$ cat src/rtl/encreg_pkg.sv
package encreg_pkg;

    localparam int DATA_W = 32;
    localparam int GRAN_W = 16;
    localparam int BND_W  = DATA_W - GRAN_W;
    localparam int OFF_W  = 10;

    localparam logic [OFF_W-1:0] OFF_CTRL = 10'h000;
    localparam logic [OFF_W-1:0] OFF_STAT = 10'h004;
    localparam logic [OFF_W-1:0] OFF_PRIV = 10'h01C;
    localparam logic [OFF_W-1:0] OFF_RCFG = 10'h040;
    localparam logic [OFF_W-1:0] OFF_RLO  = 10'h044;
    localparam logic [OFF_W-1:0] OFF_RHI  = 10'h048;
    localparam logic [OFF_W-1:0] OFF_KEY  = 10'h200;
    localparam logic [OFF_W-1:0] OFF_VER  = 10'h3F4;
    localparam logic [OFF_W-1:0] OFF_ID   = 10'h3F8;
    localparam logic [OFF_W-1:0] OFF_SIZE = 10'h3FC;

    localparam int CTRL_GLOCK_BIT = 0;
    localparam int CTRL_KLOCK_BIT = 1;
    localparam int STAT_KVAL_BIT  = 0;
    localparam int STAT_EOFF_BIT  = 4;
    localparam int RCFG_EN_BIT    = 0;
    localparam int RCFG_ENC_BIT   = 15;
    localparam int PRIV_ONLY_BIT  = 0;

    typedef enum logic [3:0] {
        SEL_NONE, SEL_CTRL, SEL_STAT, SEL_PRIV, SEL_RCFG,
        SEL_RLO, SEL_RHI, SEL_KEY, SEL_VER, SEL_ID, SEL_SIZE
    } regsel_e;

    typedef struct packed {
        logic             en;
        logic             enc;
        logic [BND_W-1:0] lo;
        logic [BND_W-1:0] hi;
    } region_t;

    typedef struct packed {
        logic glock;
        logic klock;
        logic priv_only;
    } locks_t;

    function automatic regsel_e decode_off(input logic [OFF_W-1:0] off,
                                           input int key_words);
        if (int'(off) >= int'(OFF_KEY) &&
            int'(off) < int'(OFF_KEY) + 4 * key_words &&
            off[1:0] == 2'b00)
            return SEL_KEY;
        case (off)
            OFF_CTRL: return SEL_CTRL;
            OFF_STAT: return SEL_STAT;
            OFF_PRIV: return SEL_PRIV;
            OFF_RCFG: return SEL_RCFG;
            OFF_RLO:  return SEL_RLO;
            OFF_RHI:  return SEL_RHI;
            OFF_VER:  return SEL_VER;
            OFF_ID:   return SEL_ID;
            OFF_SIZE: return SEL_SIZE;
            default:  return SEL_NONE;
        endcase
    endfunction

    function automatic logic [DATA_W-1:0] bound_view(input logic [BND_W-1:0] b);
        return {2'b00, b[BND_W-3:0], {GRAN_W{1'b0}}};
    endfunction

    function automatic logic page_in_region(input region_t r,
                                            input logic [BND_W-1:0] page);
        return r.en && r.enc && (page >= r.lo) && (page <= r.hi);
    endfunction

endpackage

$ cat src/rtl/encreg_lockctl.sv
module encreg_lockctl
    import encreg_pkg::*;
(
    input  logic    clk,
    input  logic    rst,
    input  logic    wr_ok,
    input  regsel_e sel,
    input  logic    set_glock,
    input  logic    set_klock,
    input  logic    priv_bit,
    output locks_t  locks
);
    locks_t q;

    always_ff @(posedge clk) begin
        if (rst) begin
            q <= '0;
        end else if (wr_ok && !q.glock) begin
            if (sel == SEL_CTRL) begin
                if (set_glock) q.glock <= 1'b1;
                if (set_klock) q.klock <= 1'b1;
            end
            if (sel == SEL_PRIV) q.priv_only <= priv_bit;
        end
    end

    assign locks = q;
endmodule

$ cat src/rtl/encreg_region.sv
module encreg_region
    import encreg_pkg::*;
(
    input  logic             clk,
    input  logic             rst,
    input  logic             wr_ok,
    input  logic             glock,
    input  regsel_e          sel,
    input  logic             cfg_en,
    input  logic             cfg_enc,
    input  logic [BND_W-1:0] bnd_in,
    input  logic [BND_W-1:0] lk_page,
    output region_t          rg,
    output logic             lk_hit
);
    region_t q;

    always_ff @(posedge clk) begin
        if (rst) begin
            q <= '0;
        end else if (wr_ok && !glock) begin
            case (sel)
                SEL_RCFG: begin
                    q.en  <= cfg_en;
                    q.enc <= cfg_enc;
                end
                SEL_RLO: q.lo <= bnd_in;
                SEL_RHI: q.hi <= bnd_in;
                default: ;
            endcase
        end
    end

    assign rg     = q;
    assign lk_hit = page_in_region(q, lk_page);
endmodule

$ cat src/rtl/encreg_keystore.sv
module encreg_keystore
    import encreg_pkg::*;
#(
    parameter int KEY_WORDS = 4,
    parameter int KIDX_W    = 2
) (
    input  logic                     clk,
    input  logic                     rst,
    input  logic                     wr_ok,
    input  logic                     klock,
    input  regsel_e                  sel,
    input  logic [KIDX_W-1:0]        idx,
    input  logic [DATA_W-1:0]        wdata,
    output logic [KEY_WORDS*DATA_W-1:0] key,
    output logic                     valid
);
    logic [KEY_WORDS-1:0][DATA_W-1:0] word_q;
    logic [KEY_WORDS-1:0]             seen_q;

    always_ff @(posedge clk) begin
        if (rst) begin
            word_q <= '0;
            seen_q <= '0;
        end else if (wr_ok && !klock && sel == SEL_KEY) begin
            for (int i = 0; i < KEY_WORDS; i++) begin
                if (idx == KIDX_W'(i)) begin
                    word_q[i] <= wdata;
                    seen_q[i] <= 1'b1;
                end
            end
        end
    end

    assign key   = word_q;
    assign valid = &seen_q;
endmodule

$ cat src/rtl/enc_region_regs.sv
module enc_region_regs
    import encreg_pkg::*;
#(
    parameter int          KEY_WORDS = 4,
    parameter logic [3:0]  VER_MAJOR = 4'd1,
    parameter logic [3:0]  VER_MINOR = 4'd0,
    parameter logic [31:0] ID_VALUE  = 32'h0051_A00C,
    parameter logic [31:0] SIZE_VALUE = 32'h5E1F_0A17
) (
    input  logic                        clk,
    input  logic                        rst,
    input  logic                        bus_wr_en,
    input  logic                        bus_rd_en,
    input  logic [9:0]                  bus_addr,
    input  logic [31:0]                 bus_wdata,
    input  logic                        bus_priv,
    output logic [31:0]                 bus_rdata,
    input  logic                        enc_off_i,
    input  logic [31:0]                 lk_addr,
    output logic                        lk_encrypt,
    output logic [KEY_WORDS*32-1:0]     mkey_o,
    output logic                        key_valid_o
);
    localparam int KIDX_W = (KEY_WORDS > 1) ? $clog2(KEY_WORDS) : 1;

    regsel_e     sel;
    locks_t      locks;
    region_t     rg;
    logic        access_ok;
    logic        wr_ok;
    logic        rd_ok;
    logic        unused_lo;
    logic [KIDX_W-1:0] key_idx;

    assign sel       = decode_off(bus_addr, KEY_WORDS);
    assign access_ok = !locks.priv_only || bus_priv;
    assign wr_ok     = bus_wr_en && access_ok;
    assign rd_ok     = bus_rd_en && access_ok;
    assign key_idx   = bus_addr[KIDX_W+1:2];
    assign unused_lo = ^lk_addr[GRAN_W-1:0];

    encreg_lockctl u_lockctl (
        .clk       (clk),
        .rst       (rst),
        .wr_ok     (wr_ok),
        .sel       (sel),
        .set_glock (bus_wdata[CTRL_GLOCK_BIT]),
        .set_klock (bus_wdata[CTRL_KLOCK_BIT]),
        .priv_bit  (bus_wdata[PRIV_ONLY_BIT]),
        .locks     (locks)
    );

    encreg_region u_region (
        .clk     (clk),
        .rst     (rst),
        .wr_ok   (wr_ok),
        .glock   (locks.glock),
        .sel     (sel),
        .cfg_en  (bus_wdata[RCFG_EN_BIT]),
        .cfg_enc (bus_wdata[RCFG_ENC_BIT]),
        .bnd_in  (bus_wdata[DATA_W-1:GRAN_W]),
        .lk_page (lk_addr[DATA_W-1:GRAN_W]),
        .rg      (rg),
        .lk_hit  (lk_encrypt)
    );

    encreg_keystore #(
        .KEY_WORDS (KEY_WORDS),
        .KIDX_W    (KIDX_W)
    ) u_keys (
        .clk   (clk),
        .rst   (rst),
        .wr_ok (wr_ok),
        .klock (locks.klock),
        .sel   (sel),
        .idx   (key_idx),
        .wdata (bus_wdata),
        .key   (mkey_o),
        .valid (key_valid_o)
    );

    always_comb begin
        bus_rdata = '0;
        if (rd_ok) begin
            case (sel)
                SEL_CTRL: begin
                    bus_rdata[CTRL_GLOCK_BIT] = locks.glock;
                    bus_rdata[CTRL_KLOCK_BIT] = locks.klock;
                end
                SEL_STAT: begin
                    bus_rdata[STAT_KVAL_BIT] = key_valid_o;
                    bus_rdata[STAT_EOFF_BIT] = enc_off_i;
                end
                SEL_PRIV: bus_rdata[PRIV_ONLY_BIT] = locks.priv_only;
                SEL_RCFG: begin
                    bus_rdata[RCFG_EN_BIT]  = rg.en;
                    bus_rdata[RCFG_ENC_BIT] = rg.enc;
                end
                SEL_RLO:  bus_rdata = bound_view(rg.lo);
                SEL_RHI:  bus_rdata = bound_view(rg.hi);
                SEL_VER:  bus_rdata = {24'h0, VER_MAJOR, VER_MINOR};
                SEL_ID:   bus_rdata = ID_VALUE;
                SEL_SIZE: bus_rdata = SIZE_VALUE;
                default:  bus_rdata = '0;
            endcase
        end
    end
endmodule

$ cat config.mk
export PLATFORM = sky130hd
export DESIGN_NAME = enc_region_regs
export DESIGN_NICKNAME = d
export VERILOG_FILES = /design/src/rtl/encreg_pkg.sv /design/src/rtl/encreg_lockctl.sv /design/src/rtl/encreg_region.sv /design/src/rtl/encreg_keystore.sv /design/src/rtl/enc_region_regs.sv
export SDC_FILE = /design/constraint.sdc
export NUM_CORES = 1
export LEC_CHECK = 0
export BUFFER_PORTS_ARGS = -buffer_cell sky130_fd_sc_hd__buf_2
export CAP_MARGIN = 20
export CORE_MARGIN = 2
export CORE_UTILIZATION = 25
export DETAILED_ROUTE_END_ITERATION = 16
export GPL_ROUTABILITY_DRIVEN = 0
export GPL_TIMING_DRIVEN = 0
export RECOVER_POWER = 50
export SETUP_SLACK_MARGIN = 0.1
export SLEW_MARGIN = 30
export SYNTH_ARGS = -nofsm -noshare
export SYNTH_HDL_FRONTEND = slang
export SYNTH_SLANG_ARGS = --single-unit
$ cat constraint.sdc
create_clock -name clk -period 3.5 [get_ports clk]
set_input_delay 0.525 -clock clk [delete_from_list [all_inputs] [get_ports clk]]
set_output_delay 0.525 -clock clk [all_outputs]
set_load 0.005 [all_outputs]
After elaboration in Yosys (flattened, before gate mapping)
Index checks and enable logic that the tools add are counted.

Bits in registers: 169. Bits of input ports: 80.

$lt $le $gt $ge: 4. Equality and inequality tests: 21. Multiplexer cells: 12. Reductions and logical operators: 29.

Operator list (number): $pmux W15 S4 (1); $pmux W4 S9 (1); $mux W31 (1); $eq A10 B10 Y1 const B (3); $eq A10 B7 Y1 const B (3); $pmux W9 S2 (1); $eq A4 B3 Y1 const B (4); $ge A16 B16 Y1 (1); $le A16 B16 Y1 (1); $reduce_and A2 Y1 (8); $eq A4 B4 Y1 const B (3); $eq A10 B3 Y1 const B (1); $eq A10 B5 Y1 const B (1); $ge A10 B10 Y1 const B (1); $logic_and A1 B1 Y1 (10); $logic_not A10 Y1 (1); $lt A10 B10 Y1 const B (1); $eq A4 B2 Y1 const B (2); $mux W4 (2); $pmux W1 S2 (3); $reduce_and A3 Y1 (2); $pmux W1 S5 (1); $eq A2 B2 Y1 const B (2); $eq A4 B1 Y1 const B (1); other kinds (8) (11).

Logic depth before layout (Yosys ltp)
Gate-level depths: netlist (run 1).

Depth in word-level cells: 9. Mapped depth: 8.

Modules after synthesis
From an unflattened synthesis (run 1), not the netlist that was laid out.

Cell total of the unflattened synthesis: 821. Area, all modules: 8242.9 um^2.

Modules (own cells, without submodules): encreg_keystore (times used 1, cells each 470, area an instance 5352.6 um^2, seq. area each 2642.5 um^2); encreg_region (times used 1, cells each 226, area an instance 2068.2 um^2, seq. area each 680.7 um^2); enc_region_regs (times used 1, cells each 111, area an instance 681.9 um^2, seq. area each 0.0 um^2); encreg_lockctl (times used 1, cells each 14, area an instance 140.1 um^2, seq. area each 60.1 um^2).

Least setup slack after synthesis (run 1)
Ideal clock, no wire load.

Path type: input to output. Start: in bus_addr[8]. End: out bus_rdata[17]. Data arrival time: 2.001 ns. Slack: 0.974 ns. Stages on the path: 6. Buffers on the path: 1. Cell sequence: or4_1 clkbuf_2 nand2b_4 nor3_1 nand2_1 o21ai_0.

Longest elaborated chain between the ends: 8. Elaborated cells between the ends (all ways): 22. Classes of those cells: 2 x order compare; 12 x eq/ne; 5 x mux; 3 x reduce/logical.

Ends and longest elaborated chain: start, declared (RTL line enc_region_regs.sv:14) `input logic [9:0] bus_addr,`; $ge A10 B10 Y1 or $lt A10 B10 Y1 (tied branches) (RTL line encreg_pkg.sv:47, encreg_pkg.sv:48); $logic_and A1 B1 Y1 (RTL line encreg_pkg.sv:47) `if (int'(off) >= int'(OFF_KEY) &&`; $logic_and A1 B1 Y1 (RTL line encreg_pkg.sv:48) `int'(off) < int'(OFF_KEY) + 4 * key_words &&`; $mux W1 (RTL line encreg_pkg.sv:47); $mux W4 * (RTL line encreg_pkg.sv:51) `case (off)`; $eq A4 B4 Y1 or $eq A4 B3 Y1 (tied branches) (RTL line enc_region_regs.sv:85) `case (sel)`; $pmux W15 S4 * (RTL line enc_region_regs.sv:85); $mux W31 * (RTL line enc_region_regs.sv:84) `if (rd_ok) begin`; end, declared (RTL line enc_region_regs.sv:17) `output logic [31:0] bus_rdata,`.

Mark *: on every way between the ends. The rest lies on a longest branch, timed or not.

Final worst setup path (run 1)
Start: in bus_addr[8]. End: out bus_rdata[28].

The elaborated chain is that of the path after synthesis.

==> flow_summary.toml, run 1 <==
[layout]
fin_util_pct = 32.7
final_cell_mix = "273 x nand2_1, 169 x dfxtp_1, 150 x buf_2"
nets = 1271
drive_gt1_share_pct = 17.5
syn_to_final_growth_pct = 28.6
final_common_cell = "nand2_1"

[global_routing]
grt_pass1_vias = 6728
grt_max_degree = 17
antenna_found_initial = 2
use_met3_pct = 4.63
grt_pass1_wl_um = 39400
grt_use_met2_pct = 26.8
use_met1_pct = 22.5
gr-max-usage-layer = "met2"
gr-total-overflow = 0
grt.total_usage_pct = 16.9

[clock_tree]
clk_pin_slew_ns = 0.07
cts_made_buffers = 17
clock_sinks = 169
insertion_delay_ns = 0.43
h-tree-depth = 4
cts_tree = "yes"
max-clock-path-buffers = 2
post_cts_buffers = 0
root_buffer = "clkbuf_16"

[status]
violations = "max-capacitance violations"
status = "complete, but fails checks"

[critical_path]
worst-path-max-fanout = 7
cp-start-kind = "input pin"
critPathKind = "in2out"
worstPathArrival_ns = 2.76
required_ns = 2.97
end_kind = "output pin"

[synth]
syn_area_per_cell_sq_um = 7.98
synthesis.instances = 917
synth_top_area_cell = "dfxtp_1"
synth_top_cell_area_share_pct = 46.2
synthDistinctLibCells = 49
synthTopCellsByArea = "dfxtp_1 46%, nand2_1 14%, a21oi_1 9.8%"
netlist_area_sq_um = 7320
ys_seq_area_share_pct = 46.2
yosysWarnings = 0
synth_seq_cells = 169

[sta]
fmax_ghz = 0.305
worst_slew_pin_slew_ns = 1.48
clock_skew_ns = 0.0155
timing.final.crit_period_ns = 3.28
hold_slack_ns = 0.365
maxSlewViolCount = 0
setup_viol = 0
fin_crit_sh_pct = 93.8
rsz0062_at_grt = "no"
hold_violations = 0
max_slew_margin_pct = 0.877

[die]
die_x_um = 175
core_area_sq_um = 28800
dieArea_sq_um = 30700
initial_core_util_pct = 25.4
io_pins = 242
die_height_um = 175
rows = 62

[power]
p_leak_nw = 3.48
power_density_nw_per_um2 = 442
vdd_drop_max_mv = 0.274

[place]
dp_hpwl_um = 20300
port_buffers = 216

[drt]
drcViolationCount = 0
vias = 7201
firstDrtPassIters = 5
routedWlPerCell_um = 17.0
ant_nets = 0
drt_iter0_markers = 433
wirelength_um = 26400
viasPerCell = 4.62

[worst_hold_path]
hold_path.class = "in2reg"

[flow_run]
maxCapViolCount = 1
==> sequential cells by signal, summed over array words and instances, names as in the netlist <==
register,cells
u_lockctl.locks,3
u_keys.seen_q,4
u_region.rg,34
u_keys.key,128
==> cell families after synthesis <==
family,count (synthesis),share of synthesized area (%)
buf+inv,95,6.34
simple gates,402,23.5
flops,169,46.2
compound gates,183,13.6
mux,35,4.79
fa+ha+maj,32,5.47
other cells,1,0.0513
==> per-layer routing <==
metal	vias to the layer above	wire (um)
met5	-	13
met4	2	584
li1	3514	-
met3	40	1820
met2	270	12000
met1	3375	12000
==> worst paths after layout <==
check | to | slack [ns] | start | depth (start not counted)
max | bus_rdata[28] | 0.22 | bus_addr[8] | 8
min | u_keys.key[72] | 0.36 | bus_wdata[8] | 3
max reg2reg | u_region.rg[31] | 0.83 | u_lockctl.locks[0] | 7
min reg2reg | u_keys.key[120] | 0.45 | u_keys.key[120] | 2
==> power breakdown <==
group / total (mW) / internal, mW / leakage [nW] / switching [mW]
clock network: 2.02 / 1.16 / 0.302 / 0.855
logic: 0.219 / 0.0688 / 1.81 / 0.150
registers: 1.92 / 1.92 / 1.36 / 0.000415
total: 4.16 / 3.15 / 3.48 / 1.01
==> metrics by stage <==
| step | power (mW) | setup TNS (ns) | area [sq um] | cells | setup WS [ns] |
|---|---|---|---|---|---|
| final | 4.16 | 0 | 9410 | 1557 | 0.218 |
| after global routing | 4.30 | 0 | 9410 | 1556 | 0.0939 |
| after CTS | 4.20 | 0 | 9540 | 1556 | 0.109 |
| after detailed placement | 2.19 | -0.756 | 8910 | 1524 | -0.230 |
| after global placement | 2.19 | -0.915 | 8900 | 1524 | -0.288 |
| after floorplan | 2.06 | 0 | 7340 | 924 | 0.974 |
==> cell usage after synthesis, drive strengths merged <==
cell type and number:
nand2 273, dfxtp 169, a21oi 143, nor2 67
mux2i 35, inv 33, clkbuf 32, ha 32
buf 27, nand3 15, nor3 11, o21ai 11
nand4 7, a21boi 6, a22oi 5, nand2b 5
a32oi 4, dlygate4sd1 3, nor2b 3, nor3b 3
nor4 3, or3 3, a211oi 2, a21o 2
a31oi 2, and3 2, and4 2, o22ai 2
or2b 2, or4 2, a22o 1, and2 1
conb 1, nand3b 1, nor4b 1, o211ai 1
o21a 1, o221ai 1, o311ai 1, o31a 1
or4b 1
==> final cells by class <==
cell class / instances / area, sq um
tap: 384 / 480
buffer: 62 / 339
clock buffer: 18 / 439
antenna: 1 / 2.50
sequential: 169 / 3380
inverter: 33 / 124
fill: 3085 / 19400
multi-input combinational: 660 / 3480
clock inverter: 14 / 181
timing repair buffer: 216 / 981
==> what timing repair did <==
action	CTS	global route
setup endpoints to repair	10	3
resized for setup	1	1
hold buffers	0	0
==> critical path, cell delays in order <==
cell and delay, ns:
buf_2 0.13, or4_1 0.51, clkbuf_1 0.21, nand2b_4 0.21, nor2_1 0.49, a21boi_0 0.17
o21ai_0 0.30, buf_2 0.19
(Power assumes the default switching activity.)
==> run 2: changes to the inputs <==
--- a/config.mk
+++ b/config.mk
@@ -7,11 +7,14 @@
 export LEC_CHECK = 0
 export BUFFER_PORTS_ARGS = -buffer_cell sky130_fd_sc_hd__buf_2
 export CAP_MARGIN = 20
-export CORE_MARGIN = 2
+export CELL_PAD_IN_SITES_DETAIL_PLACEMENT = 1
+export CELL_PAD_IN_SITES_GLOBAL_PLACEMENT = 1
+export CORE_MARGIN = 4
 export CORE_UTILIZATION = 25
 export DETAILED_ROUTE_END_ITERATION = 16
 export GPL_ROUTABILITY_DRIVEN = 0
 export GPL_TIMING_DRIVEN = 0
+export PLACE_DENSITY_LB_ADDON = 0.1
 export RECOVER_POWER = 50
 export SETUP_SLACK_MARGIN = 0.1
 export SLEW_MARGIN = 30
==> run 2 against run 1 <==
The flow finishes with violations (max-capacitance violations, max-slew violations). Wire length up 7.7%. Critical path depth stayed put. Clock power is 4% higher. Clock skew fell by 0.0084 ns. Final area shrank 0.16%. Non-clock buffer count did not move. Final cell count about the same. Maximum frequency up 7.2%. Setup slack better by 0.22 ns. Sequential cell count stayed put. Critical endpoint unchanged. Largest power group unchanged.
==> flow_summary.toml, run 2 (synthesized netlist as in run 1, its figures left out) <==
[clock_tree]
max-clock-path-buffers = 2
insertion_delay_ns = 0.42
cts_tree = "yes"
clk_pin_slew_ns = 0.07
cts_made_buffers = 17
h-tree-depth = 4
clock_sinks = 169
root_buffer = "clkbuf_16"
holdBufCountCts = 0

[sta]
clock_skew_ns = 0.00709
setup_tns_ns = 0
timing.final.crit_period_ns = 3.06
rsz0062_at_grt = "no"
fmax_ghz = 0.327
hold_slack_ns = 0.392
maxSlewViolCount = 7
setup_viol = 0
worst_slew_pin_slew_ns = 1.54
final.setup.worst_slack_ns = 0.439
hold_violations = 0
fin_crit_sh_pct = 87.4
max_slew_margin_pct = -3.48

[layout]
fin_util_pct = 32.6
largest_register_ffs = 128
stdcell_area_sq_um = 9390
insertedDiodeCount = 0
drive_gt1_share_pct = 14.4
final_cell_mix = "273 x nand2_1, 169 x dfxtp_1, 145 x clkbuf_1"
stdcell_count = 1556
nets = 1271
syn_to_final_growth_pct = 28.4
final_common_cell = "nand2_1"

[drt]
firstDrtPassIters = 4
ant_nets = 0
vias = 7016
viasPerCell = 4.51
routedWlPerCell_um = 18.3
drcViolationCount = 0
drt_iter0_markers = 275
wirelength_um = 28500

[status]
violations = "max-capacitance violations, max-slew violations"
status = "complete, but fails checks"

[die]
core_area_sq_um = 28800
initial_core_util_pct = 25.4
io_pins = 242
die_x_um = 179
die_height_um = 179
dieArea_sq_um = 32100
rows = 62

[global_routing]
gr-total-overflow = 0
grt_pass1_wl_um = 42800
antenna_found_initial = 1
grt_pass1_vias = 7126
grt.total_usage_pct = 17.5
grt_max_degree = 17

[critical_path]
cp_slowest_cell = "or4_1"
worst_path_most_repeated_cell = "clkbuf_1"
max_stage_delay_ns = 0.53
end_kind = "output pin"
required_ns = 2.97
critPathKind = "in2out"
critPathLaunch = "bus_addr[8]"
worstPathArrival_ns = 2.54
crit_chain = "clkbuf_1 > or4_1 > clkbuf_1 > nand2b_4 > nor2_1 > a21boi_0 > o21ai_0 > buf_2"
ff2ff_setup_slack_ns = 0.76
cp-start-kind = "input pin"
crit-reg2reg-launch = "u_lockctl.locks[0]"
worst-path-max-fanout = 7

[power]
power_density_nw_per_um2 = 452
power.share.clock_pct = 49.6
vdd_drop_max_mv = 0.313
swShare_pct = 23.5
p_leak_nw = 3.35
combinationalPowerShare_pct = 5.1
seqPwrFrac_pct = 45.3
power.total_mw = 4.24
switchingPower_mw = 0.996
p_int_mw = 3.25

[place]
placed_cell_area_sq_um = 8900
dp_hpwl_um = 22700
port_buffers = 216
placed_cells = 1524
post-place-ws_ns = 0.0192

[worst_hold_path]
hold_path.class = "in2reg"
min_from = "bus_wdata[14]"

[flow_run]
maxCapViolCount = 1
[run 2: final timing paths]
path	cells past startpoint	end
worst min-delay path	3	u_keys.key[110]
worst max register to register	7	u_region.rg[29]
worst max-delay path	8	bus_rdata[28]
worst min register to register	2	u_keys.key[19]
[run 2: routing by layer]
| layer | part of all wire (%) | global-route usage (%) | up-vias |
|---|---|---|---|
| li1 | - | - | 3510 |
| met1 | 46 | 23.3 | 3338 |
| met3 | 6.0 | 4.96 | 20 |
| met5 | 0.046 | 0 | - |
| met2 | 46 | 28.4 | 146 |
| met4 | 1.3 | 3.58 | 2 |
[run 2: repair_timing]
action,in CTS,in global routing
pin swaps,0,0
setup endpoints to repair,6,1
resized for setup,1,1
setup buffers,0,0
cloned,0,0
[run 2: layout make-up]
cell class                      instances  area, sq um
Clock buffer                           19          453
Fill cell                            3613        19400
Inverter                               33          124
Timing Repair Buffer                  216          938
Sequential cell                       169         3380
Multi-Input combinational cell        660         3470
Buffer                                 62          338
Clock inverter                         13          204
Tap cell                              384          480
[run 2: power by group through the flow]
stage               sequential (mW)  combinational [mW]  clock, mW
finish                         1.92               0.215       2.11
global route                   1.92               0.242       2.25
CTS                            1.92               0.223       2.17
detailed placement             1.97               0.222          0
global placement               1.97               0.221          0
floorplan                      1.97              0.0934          0
[run 2: worst max-delay path, delay by kind of cell]
family / cells / cell delay, ns
simple gates: 3 / 1.15
buf+inv: 3 / 0.46
compound gates: 2 / 0.39
